===== src/rtl/xp_pkg.sv =====
package xp_pkg;

    parameter int NPINS  = 16;
    parameter int NGRP   = 4;
    parameter int NGCLK  = 4;
    localparam int GSIZE = NPINS / NGRP;
    localparam int PW    = $clog2(NPINS);
    localparam int GW    = $clog2(GSIZE);
    localparam int KW    = $clog2(NGRP);
    localparam int QUAD  = 4;

    typedef enum logic [1:0] {
        CAP_COMB  = 2'd0,
        CAP_LATCH = 2'd1,
        CAP_REG   = 2'd2
    } cap_mode_e;

    typedef enum logic [1:0] {
        FRC_NONE = 2'd0,
        FRC_LOW  = 2'd1,
        FRC_HIGH = 2'd2
    } force_e;

    localparam logic [2:0] SRC_PIN = 3'd4;
    localparam logic [2:0] SRC_ONE = 3'd5;

    typedef struct packed {
        logic [NGRP-1:0][GW-1:0] leg_idx;
        logic [3:0][PW-1:0]      sel_pin;
        cap_mode_e               in_mode;
        cap_mode_e               out_mode;
        logic [2:0]              clk_src;
        logic [PW-1:0]           clk_pin;
        logic [2:0]              ce_src;
        logic [PW-1:0]           ce_pin;
        logic [PW-1:0]           oe_pin;
        logic                    oe_act_high;
        force_e                  force_val;
        logic                    cascade;
    } cell_cfg_t;

    localparam int CFGW = $bits(cell_cfg_t);

    function automatic logic pick4(input logic [3:0] v, input logic [1:0] s);
        return v[s];
    endfunction

endpackage


===== src/rtl/xp_cfg_store.sv =====
module xp_cfg_store
    import xp_pkg::*;
(
    input  logic             clk,
    input  logic             rst,
    input  logic             we,
    input  logic [PW-1:0]    addr,
    input  logic [CFGW-1:0]  wdata,
    input  logic             commit,
    output cell_cfg_t        active [NPINS],
    output logic             valid
);

    cell_cfg_t shadow [NPINS];

    always_ff @(posedge clk) begin
        if (rst) begin
            for (int i = 0; i < NPINS; i++) begin
                shadow[i] <= '0;
                active[i] <= '0;
            end
            valid <= 1'b0;
        end else begin
            if (we) begin
                shadow[addr] <= cell_cfg_t'(wdata);
            end
            if (commit) begin
                for (int i = 0; i < NPINS; i++) begin
                    active[i] <= shadow[i];
                end
                valid <= 1'b1;
            end
        end
    end

    // a commit always leaves the fabric live
    a_r2_commit_sets_valid: assert property (@(posedge clk) disable iff (rst)
        commit |=> valid);

    // nothing but a commit can make the fabric live
    a_r1_no_valid_without_commit: assert property (@(posedge clk) disable iff (rst)
        (!valid && !commit) |=> !valid);

endmodule


===== src/rtl/xp_capture.sv =====
module xp_capture
    import xp_pkg::*;
(
    input  logic      clk,
    input  logic      rst,
    input  cap_mode_e mode,
    input  logic      d,
    input  logic      rise,
    input  logic      en,
    output logic      q
);

    logic held;

    always_ff @(posedge clk) begin
        if (rst) begin
            held <= 1'b0;
        end else begin
            unique case (mode)
                CAP_LATCH: if (en) held <= d;
                CAP_REG:   if (rise && en) held <= d;
                default:   held <= d;
            endcase
        end
    end

    always_comb begin
        unique case (mode)
            CAP_LATCH: q = en ? d : held;
            CAP_REG:   q = held;
            default:   q = d;
        endcase
    end

    // a closed latch keeps its value
    a_r6_latch_holds: assert property (@(posedge clk) disable iff (rst)
        (mode == CAP_LATCH && !en) |=> (mode != CAP_LATCH || en || $stable(q)));

    // a register without a qualified strobe edge keeps its value
    a_r7_reg_holds: assert property (@(posedge clk) disable iff (rst)
        (mode == CAP_REG && !(rise && en)) |=> (mode != CAP_REG || $stable(q)));

endmodule


===== src/rtl/xp_leg_mux.sv =====
module xp_leg_mux
    import xp_pkg::*;
(
    input  cell_cfg_t        cfg,
    input  logic [NPINS-1:0] pool,
    output logic             r
);

    logic [NGRP-1:0] legs;
    logic [1:0]      sel;

    always_comb begin
        for (int k = 0; k < NGRP; k++) begin
            legs[k] = pool[{KW'(k), cfg.leg_idx[k]}];
        end
        sel = {pool[cfg.sel_pin[1]], pool[cfg.sel_pin[0]]};
        r   = pick4(legs, sel);
    end

endmodule


===== src/rtl/xp_out_cell.sv =====
module xp_out_cell
    import xp_pkg::*;
(
    input  logic             clk,
    input  logic             rst,
    input  cell_cfg_t        cfg,
    input  logic             valid,
    input  logic             own_r,
    input  logic [QUAD-1:0]  quad_r,
    input  logic [NPINS-1:0] pool,
    input  logic [NPINS-1:0] pin_in,
    input  logic             rise,
    input  logic             en,
    output logic             dout,
    output logic             oe
);

    logic [1:0] hi_sel;
    logic       path_d;
    logic       cap_q;

    always_comb begin
        hi_sel = {pool[cfg.sel_pin[3]], pool[cfg.sel_pin[2]]};
        path_d = cfg.cascade ? pick4(quad_r, hi_sel) : own_r;
    end

    xp_capture u_out_cap (
        .clk  (clk),
        .rst  (rst),
        .mode (cfg.out_mode),
        .d    (path_d),
        .rise (rise),
        .en   (en),
        .q    (cap_q)
    );

    always_comb begin
        if (!valid) begin
            dout = 1'b0;
        end else begin
            unique case (cfg.force_val)
                FRC_HIGH: dout = 1'b1;
                FRC_LOW:  dout = 1'b0;
                default:  dout = cap_q;
            endcase
        end
        oe = valid && (pin_in[cfg.oe_pin] == cfg.oe_act_high);
    end

endmodule


===== src/rtl/xp_crosspoint.sv =====
module xp_crosspoint
    import xp_pkg::*;
(
    input  logic                     clk,
    input  logic                     rst,
    input  logic [xp_pkg::NPINS-1:0] pin_in,
    input  logic [xp_pkg::NGCLK-1:0] gclk,
    input  logic [xp_pkg::NGCLK-1:0] gce,
    input  logic                     cfg_we,
    input  logic [xp_pkg::PW-1:0]    cfg_addr,
    input  logic [xp_pkg::CFGW-1:0]  cfg_wdata,
    input  logic                     cfg_commit,
    output logic [xp_pkg::NPINS-1:0] pin_out,
    output logic [xp_pkg::NPINS-1:0] pin_oe
);

    cell_cfg_t        act_cfg [NPINS];
    logic             valid;
    logic [NGCLK-1:0] gclk_q;
    logic [NPINS-1:0] pin_q;
    logic [NGCLK-1:0] grise;
    logic [NPINS-1:0] prise;
    logic [NPINS-1:0] cell_rise;
    logic [NPINS-1:0] cell_en;
    logic [NPINS-1:0] pool;
    logic [NPINS-1:0] mux_r;

    xp_cfg_store u_cfg (
        .clk    (clk),
        .rst    (rst),
        .we     (cfg_we),
        .addr   (cfg_addr),
        .wdata  (cfg_wdata),
        .commit (cfg_commit),
        .active (act_cfg),
        .valid  (valid)
    );

    // Edge detection of every strobe source in the fabric clock
    always_ff @(posedge clk) begin
        if (rst) begin
            gclk_q <= '0;
            pin_q  <= '0;
        end else begin
            gclk_q <= gclk;
            pin_q  <= pin_in;
        end
    end

    assign grise = gclk & ~gclk_q;
    assign prise = pin_in & ~pin_q;

    for (genvar i = 0; i < NPINS; i++) begin : g_cell
        always_comb begin
            if (act_cfg[i].clk_src < SRC_PIN)
                cell_rise[i] = grise[act_cfg[i].clk_src[1:0]];
            else
                cell_rise[i] = prise[act_cfg[i].clk_pin];

            if (act_cfg[i].ce_src < SRC_PIN)
                cell_en[i] = gce[act_cfg[i].ce_src[1:0]];
            else if (act_cfg[i].ce_src == SRC_PIN)
                cell_en[i] = pin_in[act_cfg[i].ce_pin];
            else
                cell_en[i] = 1'b1;
        end

        xp_capture u_in_cap (
            .clk  (clk),
            .rst  (rst),
            .mode (act_cfg[i].in_mode),
            .d    (pin_in[i]),
            .rise (cell_rise[i]),
            .en   (cell_en[i]),
            .q    (pool[i])
        );

        xp_leg_mux u_mux (
            .cfg  (act_cfg[i]),
            .pool (pool),
            .r    (mux_r[i])
        );

        xp_out_cell u_out (
            .clk    (clk),
            .rst    (rst),
            .cfg    (act_cfg[i]),
            .valid  (valid),
            .own_r  (mux_r[i]),
            .quad_r (mux_r[(i/QUAD)*QUAD +: QUAD]),
            .pool   (pool),
            .pin_in (pin_in),
            .rise   (cell_rise[i]),
            .en     (cell_en[i]),
            .dout   (pin_out[i]),
            .oe     (pin_oe[i])
        );
    end

    // reset leaves every output disabled and low
    a_r1_oe_off_after_reset: assert property (@(posedge clk)
        rst |=> (pin_oe == '0));

    a_r1_out_low_after_reset: assert property (@(posedge clk)
        rst |=> (pin_out == '0));

endmodule


===== config.mk =====
export PLATFORM = sky130hd
export DESIGN_NAME = xp_crosspoint
export DESIGN_NICKNAME = d
export VERILOG_FILES = /design/src/rtl/xp_pkg.sv /design/src/rtl/xp_cfg_store.sv /design/src/rtl/xp_capture.sv /design/src/rtl/xp_leg_mux.sv /design/src/rtl/xp_out_cell.sv /design/src/rtl/xp_crosspoint.sv
export SDC_FILE = /design/constraint.sdc
export NUM_CORES = 2
export LEC_CHECK = 0
export ABC_AREA = 1
export BUFFER_PORTS_ARGS = -buffer_cell sky130_fd_sc_hd__clkbuf_2
export CAP_MARGIN = 40
export CORE_MARGIN = 3
export CORE_UTILIZATION = 30
export DETAILED_ROUTE_END_ITERATION = 10
export PLACE_DENSITY_LB_ADDON = 0.2
export SYNTH_ARGS = -nofsm -noshare
export SYNTH_HDL_FRONTEND = slang
export SYNTH_SLANG_ARGS = --single-unit

===== constraint.sdc =====
create_clock -name clk -period 3.2 [get_ports clk]
set_input_delay 0.16 -clock clk [delete_from_list [all_inputs] [get_ports clk]]
set_output_delay 0.16 -clock clk [all_outputs]
set_load 0.01 [all_outputs]

Word-level counts from Yosys, hierarchy flattened:

Memories as Yosys holds them, arrays and structs flattened. A register that Yosys moved wholly into a read port is not among the register bits.
Index checks and enable logic that the tools add are counted.

* memories kept: 1
* logic and storage cells: 1217
* input port bits: 82
* RAM bits: 800
* output and inout bits: 32
* register bits after elaboration: 53
* bits in latches: 0
* ROM bits: 0

* shifts and indexed selects: 0
* bitwise gates (word level): 4
* muxes and demuxes: 712
* divide/modulo/power cells: 0
* reductions and logical operators: 33
* $mul: 0
* $lt $le $gt $ge: 272
* equality and inequality tests: 160
* add/subtract/negate cells: 0

Memories
* u_cfg.shadow: depth 16, width 50, read ports 16, clocked after Yosys merged registers in 16, write ports 16, line xp_cfg_store.sv:14 `cell_cfg_t shadow [NPINS];`

Operators by type and width (count)
* $lt 4x5->1 const B: 144
* $bmux 1 s4: 112
* $mux 1: 390
* $bmux 1 s2: 128
* $lt 2x3->1 const B: 64
* $pmux 1 s2: 80
* $eq 2x1->1 const B: 48
* $eq 2x2->1 const B: 48
* $lt 3x3->1 const B: 32
* $lt 2x5->1 const B: 16
* $lt 3x5->1 const B: 16
* $mux 50: 1
* $reduce_or 50->1: 1
* $eq 3x3->1 const B: 16
* $logic_and 1x1->1: 32
* $ne 2x1->1 const B: 16
* $ne 2x2->1 const B: 16
* $and 16x16->16: 1
* $eq 1x1->1: 16
* $not 16->16: 1
* $and 4x4->4: 1
* $mux 4: 1
* $not 4->4: 1

Depth between registers and ports, before layout:

* word-level depth: 17
* mapped depth: 32

Modules after synthesis:

Synthesis repeated with hierarchy kept, for this count alone.

* cell total of the unflattened synthesis: 11955
* area, all modules: 87888.0 um^2

By module, submodules not included
* xp_cfg_store: sequential area each 40058.4 um^2, instances 1, cells an instance 5301, area each 55102.8 um^2
* xp_out_cell: sequential area each 0.0 um^2, instances 16, cells an instance 143, area each 700.7 um^2
* xp_leg_mux: sequential area each 0.0 um^2, instances 16, cells an instance 119, area each 564.3 um^2
* xp_crosspoint: sequential area each 400.4 um^2, instances 1, cells an instance 1694, area each 7941.4 um^2
* xp_capture: sequential area each 20.0 um^2, instances 32, cells an instance 24, area each 143.9 um^2

Worst setup path before layout:

No wires, ideal clock.

* kind: register to output
* from: register u_cfg.active[408] (netlist name)
* to: output pin_out[2] (netlist bit)
* path buffers: 4
* cell stages (with the launch flop): 31
* slack: 0.364 ns
* data required time: 3.040 ns
* data arrival time: 2.676 ns
* cells stage by stage: dfxtp_1 -> buf_2 -> inv_2 -> nand2_1 -> nand3_1 -> nand3_1 -> nand2_1 -> nand2_1 -> nand3_2 -> nand2_1 -> nand2_1 -> nand3_2 -> nand2_1 -> buf_4 -> buf_6 -> nand3_1 -> nand3_1 -> nand3_1 -> nand2_1 -> nand2_1 -> nand2_1 -> nand3b_2 -> nand3_1 -> nand3_1 -> nand3_2 -> nand3_1 -> nand2_1 -> nand2_1 -> nand2_1 -> a21oi_2 -> buf_4

* longest elaborated chain between the ends: 17
* elaborated cells between the ends (all ways): 49
* those cells by class: 49 x mux

RTL lines
* $bmux 1 s4 (*): line xp_crosspoint.sv:63 `cell_en[i] = pin_in[act_cfg[i].ce_pin];`
* $mux 1 (not written as such) (*): line xp_crosspoint.sv:63
* $mux 1 (*): line xp_crosspoint.sv:62 `else if (act_cfg[i].ce_src == SRC_PIN)`
* $mux 1 (*): line xp_crosspoint.sv:60 `if (act_cfg[i].ce_src < SRC_PIN)`
* $mux 1 (*): line xp_capture.sv:29 `CAP_LATCH: q = en ? d : held;`
* $pmux 1 s2 (*): line xp_capture.sv:28 `unique case (mode)`
* $bmux 1 s4 / $bmux 1 s2 (equally long branches): line xp_leg_mux.sv:16, xp_leg_mux.sv:14
* $mux 1, on equally long branches: line xp_leg_mux.sv:16, xp_leg_mux.sv:14
* $bmux 1 s2: line xp_pkg.sv:45 `return v[s];`
* $mux 1 (not written as such): line xp_pkg.sv:45
* $bmux 1 s2: line xp_pkg.sv:45
* $mux 1 (not written as such): line xp_pkg.sv:45
* $mux 1 (*): line xp_out_cell.sv:24 `path_d = cfg.cascade ? pick4(quad_r, hi_sel) : own_r;`
* $mux 1
* $pmux 1 s2 (*): line xp_capture.sv:28
* $pmux 1 s2 (*): line xp_out_cell.sv:41 `unique case (cfg.force_val)`
* $mux 1 (*): line xp_out_cell.sv:38 `if (!valid) begin`
* to (decl): line xp_crosspoint.sv:13 `output logic [xp_pkg::NPINS-1:0] pin_out,`

Every way passes the cells marked *; elsewhere a longest branch is shown, timed or not. The select of a mux whose other input is x is not followed.

Final worst setup path:

* from: register u_cfg.active[208] (netlist name)
* to: output pin_out[4] (netlist bit)

* longest elaborated chain between the ends: 17
* elaborated cells between the ends (all ways): 49
* those cells by class: 49 x mux

RTL lines (line)
* $bmux 1 s4 (*): xp_crosspoint.sv:63
* $mux 1 (not written as such) (*): xp_crosspoint.sv:63
* $mux 1 (*): xp_crosspoint.sv:62
* $mux 1 (*): xp_crosspoint.sv:60
* $mux 1 (*): xp_capture.sv:29
* $pmux 1 s2 (*): xp_capture.sv:28
* $bmux 1 s4 / $bmux 1 s2 (equally long branches): xp_leg_mux.sv:16, xp_leg_mux.sv:14
* $mux 1, on equally long branches: xp_leg_mux.sv:16, xp_leg_mux.sv:14
* $bmux 1 s2: xp_pkg.sv:45
* $mux 1 (not written as such): xp_pkg.sv:45
* $bmux 1 s2: xp_pkg.sv:45
* $mux 1 (not written as such): xp_pkg.sv:45
* $mux 1 (*): xp_out_cell.sv:24
* $mux 1
* $pmux 1 s2 (*): xp_capture.sv:28
* $pmux 1 s2 (*): xp_out_cell.sv:41
* $mux 1 (*): xp_out_cell.sv:38

Marked as above.

==> impl_metrics.tcl <==
set metrics [dict create \
    synth_top_area_share_pct 29.1 \
    clk_path_buf_depth 4 \
    crit_type "register to primary output" \
    pin_count 114 \
    die_h_um 531 \
    slew_violations 0 \
    gp_congestion 0.937 \
    mostFrequentLayoutCell "nor2_1" \
    seqPwrFrac_pct 38.0 \
    critPathRequiredTime_ps 3040 \
    worst_pin_slew_ps 956 \
    grt_max_degree 195 \
    setup_viol 32 \
    antenna_found_initial 26 \
    place_area_um2 94100 \
    switching_power_mw 20.9 \
    ys_ff_latch 1653 \
    fin_crit_sh_pct 145 \
    layout_common_cells "nor2_1 (1,528), o21ai_0 (1,323), nand2_1 (977)" \
    synth.distinct_cells 42 \
    drt-total-wl_um 368000 \
    pwr-share-comb_pct 26.3 \
    ff_latch_area_um2 41100 \
    die_area_um2 282000 \
    max-cap-violations 0 \
    status "finished with violations" \
    die_x_um 531 \
    multi_input_area_um2 38500 \
    first_pass_iters 9 \
    grt-ovfl-total 0 \
    area_growth_pct 30.4 \
    syn_area_um2 82600 \
    hpwl_um 242000 \
    end_kind "primary output" \
    wl_per_cell_um 24.7 \
    fmax_mhz 215 \
    netlist_instances 10400 \
    setup_ws_ps -1450 \
    synth_seq_area_share_pct 49.8 \
    switching_share_pct 32.4 \
    power_mw 64.4 \
    portBuffers 113 \
    ant_nets 0 \
    syn_avg_cell_area_um2 7.93 \
    power.density_nw_per_um2 598 \
    synthTopCellsByArea "edfxtp_1 (29%), dfxtp_1 (21%), o21ai_0 (8.3%)" \
    critPathTopFamily "simple AND/OR/NAND/NOR gates" \
    cts_max_level 4 \
    drt_iter0_markers 8716 \
    slowest_stage "dfxtp_4" \
    ir_worst_vdd_mv 0.407 \
    cp_data_arrival_time_ps 4490 \
    cts.sinks 1653 \
    clock_latency_ps 880 \
    drive_above_1_share_pct 21.7 \
    hold_violations 0 \
    final_area_um2 108000 \
    synth_area_leader_cell "edfxtp_1" \
    max_stage_delay_ps 350 \
    final_util_pct 39.5 \
    grt_pass1_vias 75200 \
    cts_tree "done" \
    yosys_warnings 0 \
    clk_pin_slew_ps 70 \
    grt_first_pass_wirelength_um 522000 \
    path_max_fanout 8 \
    slew_headroom_pct 36.3 \
    hold_class "input port to register" \
    grt_usage_pct 24.9 \
    vias_per_cell 5.41 \
    cts_buffers 197 \
    initial_utilization_pct 30.3 \
    place_ws_ps -1390 \
    rsz0062_at_grt "true" \
    nets 11300 \
    min_period_ps 4650 \
    crit_buf_inv 7 \
    clockRootBuffer "clkbuf_16" \
    p_leak_nw 43.1 \
    placementRows 191 \
    drc 0 \
    p_int_mw 43.5 \
    p_clk_share_pct 35.7 \
    fin_skew_ps 57.3 \
    vias 80700 \
    start_kind "register" \
    fillCellCount 27200 \
    coreArea_um2 272000 \
    syn-num-nets 10600 \
    violations "negative setup slack" \
]
-- flip-flops by register name (all words and copies together) (netlist names) --
name / cells
u_cfg.shadow: 800
u_cfg.active: 786
g_cell.u_in_cap.held: 16
g_cell.u_out.u_out_cap.held: 16
pin_q: 16
act_cfg: 14
gclk_q: 4
u_cfg.valid: 1
-- area by class of cell --
type                    instances  share of cell area, %
repair buffers               1345                   12.8
inverters                     853                   3.10
clock buffers                 272                   5.10
flip-flops and latches       1653                   38.2
diodes                          9                 0.0209
well taps                    3570                   4.15
repair inverters                1                 0.0151
multi-input cells            7121                   35.8
clock inverters                84                  0.860
-- repair_timing --
item / in CTS / in global routing
buffers inserted: 78 / 81
endpoints found under the hold margin: 700 / 0
endpoints found under the setup margin: 32 / 33
pin swaps: 133 / 355
resized for setup: 604 / 624
hold buffers: 61 / 0
cloned: 11 / 8
-- kinds of logic (layout without fill, tap and decap cells) --
kind of cell | Yosys count | in the layout | share of synthesized area, %
AOI/OAI and AO/OA | 2824 | 2824 | 18.7
buffers and inverters | 1638 | 2555 | 8.35
adders and majority gates | 80 | 80 | 1.21
DFF | 1653 | 1653 | 49.8
and+or+nand+nor | 4213 | 4213 | 21.9
muxes | 4 | 4 | 0.0485
other | 0 | 9 | 0
-- power groups by stage --
stage	clock, mW	combinational (mW)	sequential [mW]
6_report	23.0	16.9	24.4
5_1_grt	24.1	18.0	24.6
4_1_cts	23.4	15.4	24.4
3_5_place_dp	0	13.7	24.8
3_3_place_gp	0	13.5	24.8
2_1_floorplan	0	7.07	24.5
-- per-layer routing --
metal  track usage [%]  vias up  wire length (µm)
met1              34.8    39300            161000
met5                 0        -                27
met3              3.60      712             29000
li1                  -    37200                 -
met2              38.9     3534            164000
met4              9.01        4             13700
-- path summary, 6_finish.rpt --
check	end	cells past startpoint	slack [ps]	start
worst max-delay path	pin_out[4]	28	-1450	u_cfg.active[208]$_SDFFE_PP0P_
worst min-delay path	u_cfg.shadow[9][13]$_SDFFCE_PN0P_	5	100	cfg_addr[2]
worst max register to register	g_cell[10].u_out.u_out_cap.held$_SDFFE_PP0P_	30	-380	u_cfg.active[508]$_SDFFE_PP0P_
worst min register to register	u_cfg.active[347]$_SDFFE_PP0P_	2	430	u_cfg.shadow[9][47]$_SDFFCE_PN0P_
-- worst reg2reg max path, delay by kind of cell, from the launching register on --
family / cells / cell delay, ps
simple gates: 17 / 1450
buf+inv: 10 / 1350
compound gates: 3 / 390
flops: 1 / 360
-- metrics by stage --
stage               hold WS (ps)  setup TNS (ps)  std cells
floorplan                    232               0      10400
global placement             374          -30630      14300
global route                99.9          -31020      14900
detailed placement           393          -30990      14300
finish                      99.1          -25670      14900
CTS                         29.2          -27050      14800
-- synthesized netlist by cell type (all sizes together) --
master / n
ha: 80
a221oi: 2
o311ai: 23
o22ai: 73
nand3: 1297
a31oi: 10
nor3: 45
o211a: 1
nand3b: 21
nand2: 1305
a21oi: 940
inv: 812
dfxtp: 853
mux2i: 4
a21boi: 10
nor2: 1535
o221ai: 63
clkinv: 41
o211ai: 249
a311oi: 2
o21bai: 11
o21ai: 1416
o31ai: 6
o21a: 16
a211oi: 2
clkbuf: 565
edfxtp: 800
or2: 10
buf: 220
Note: power is estimated with default switching activity, not from simulation.
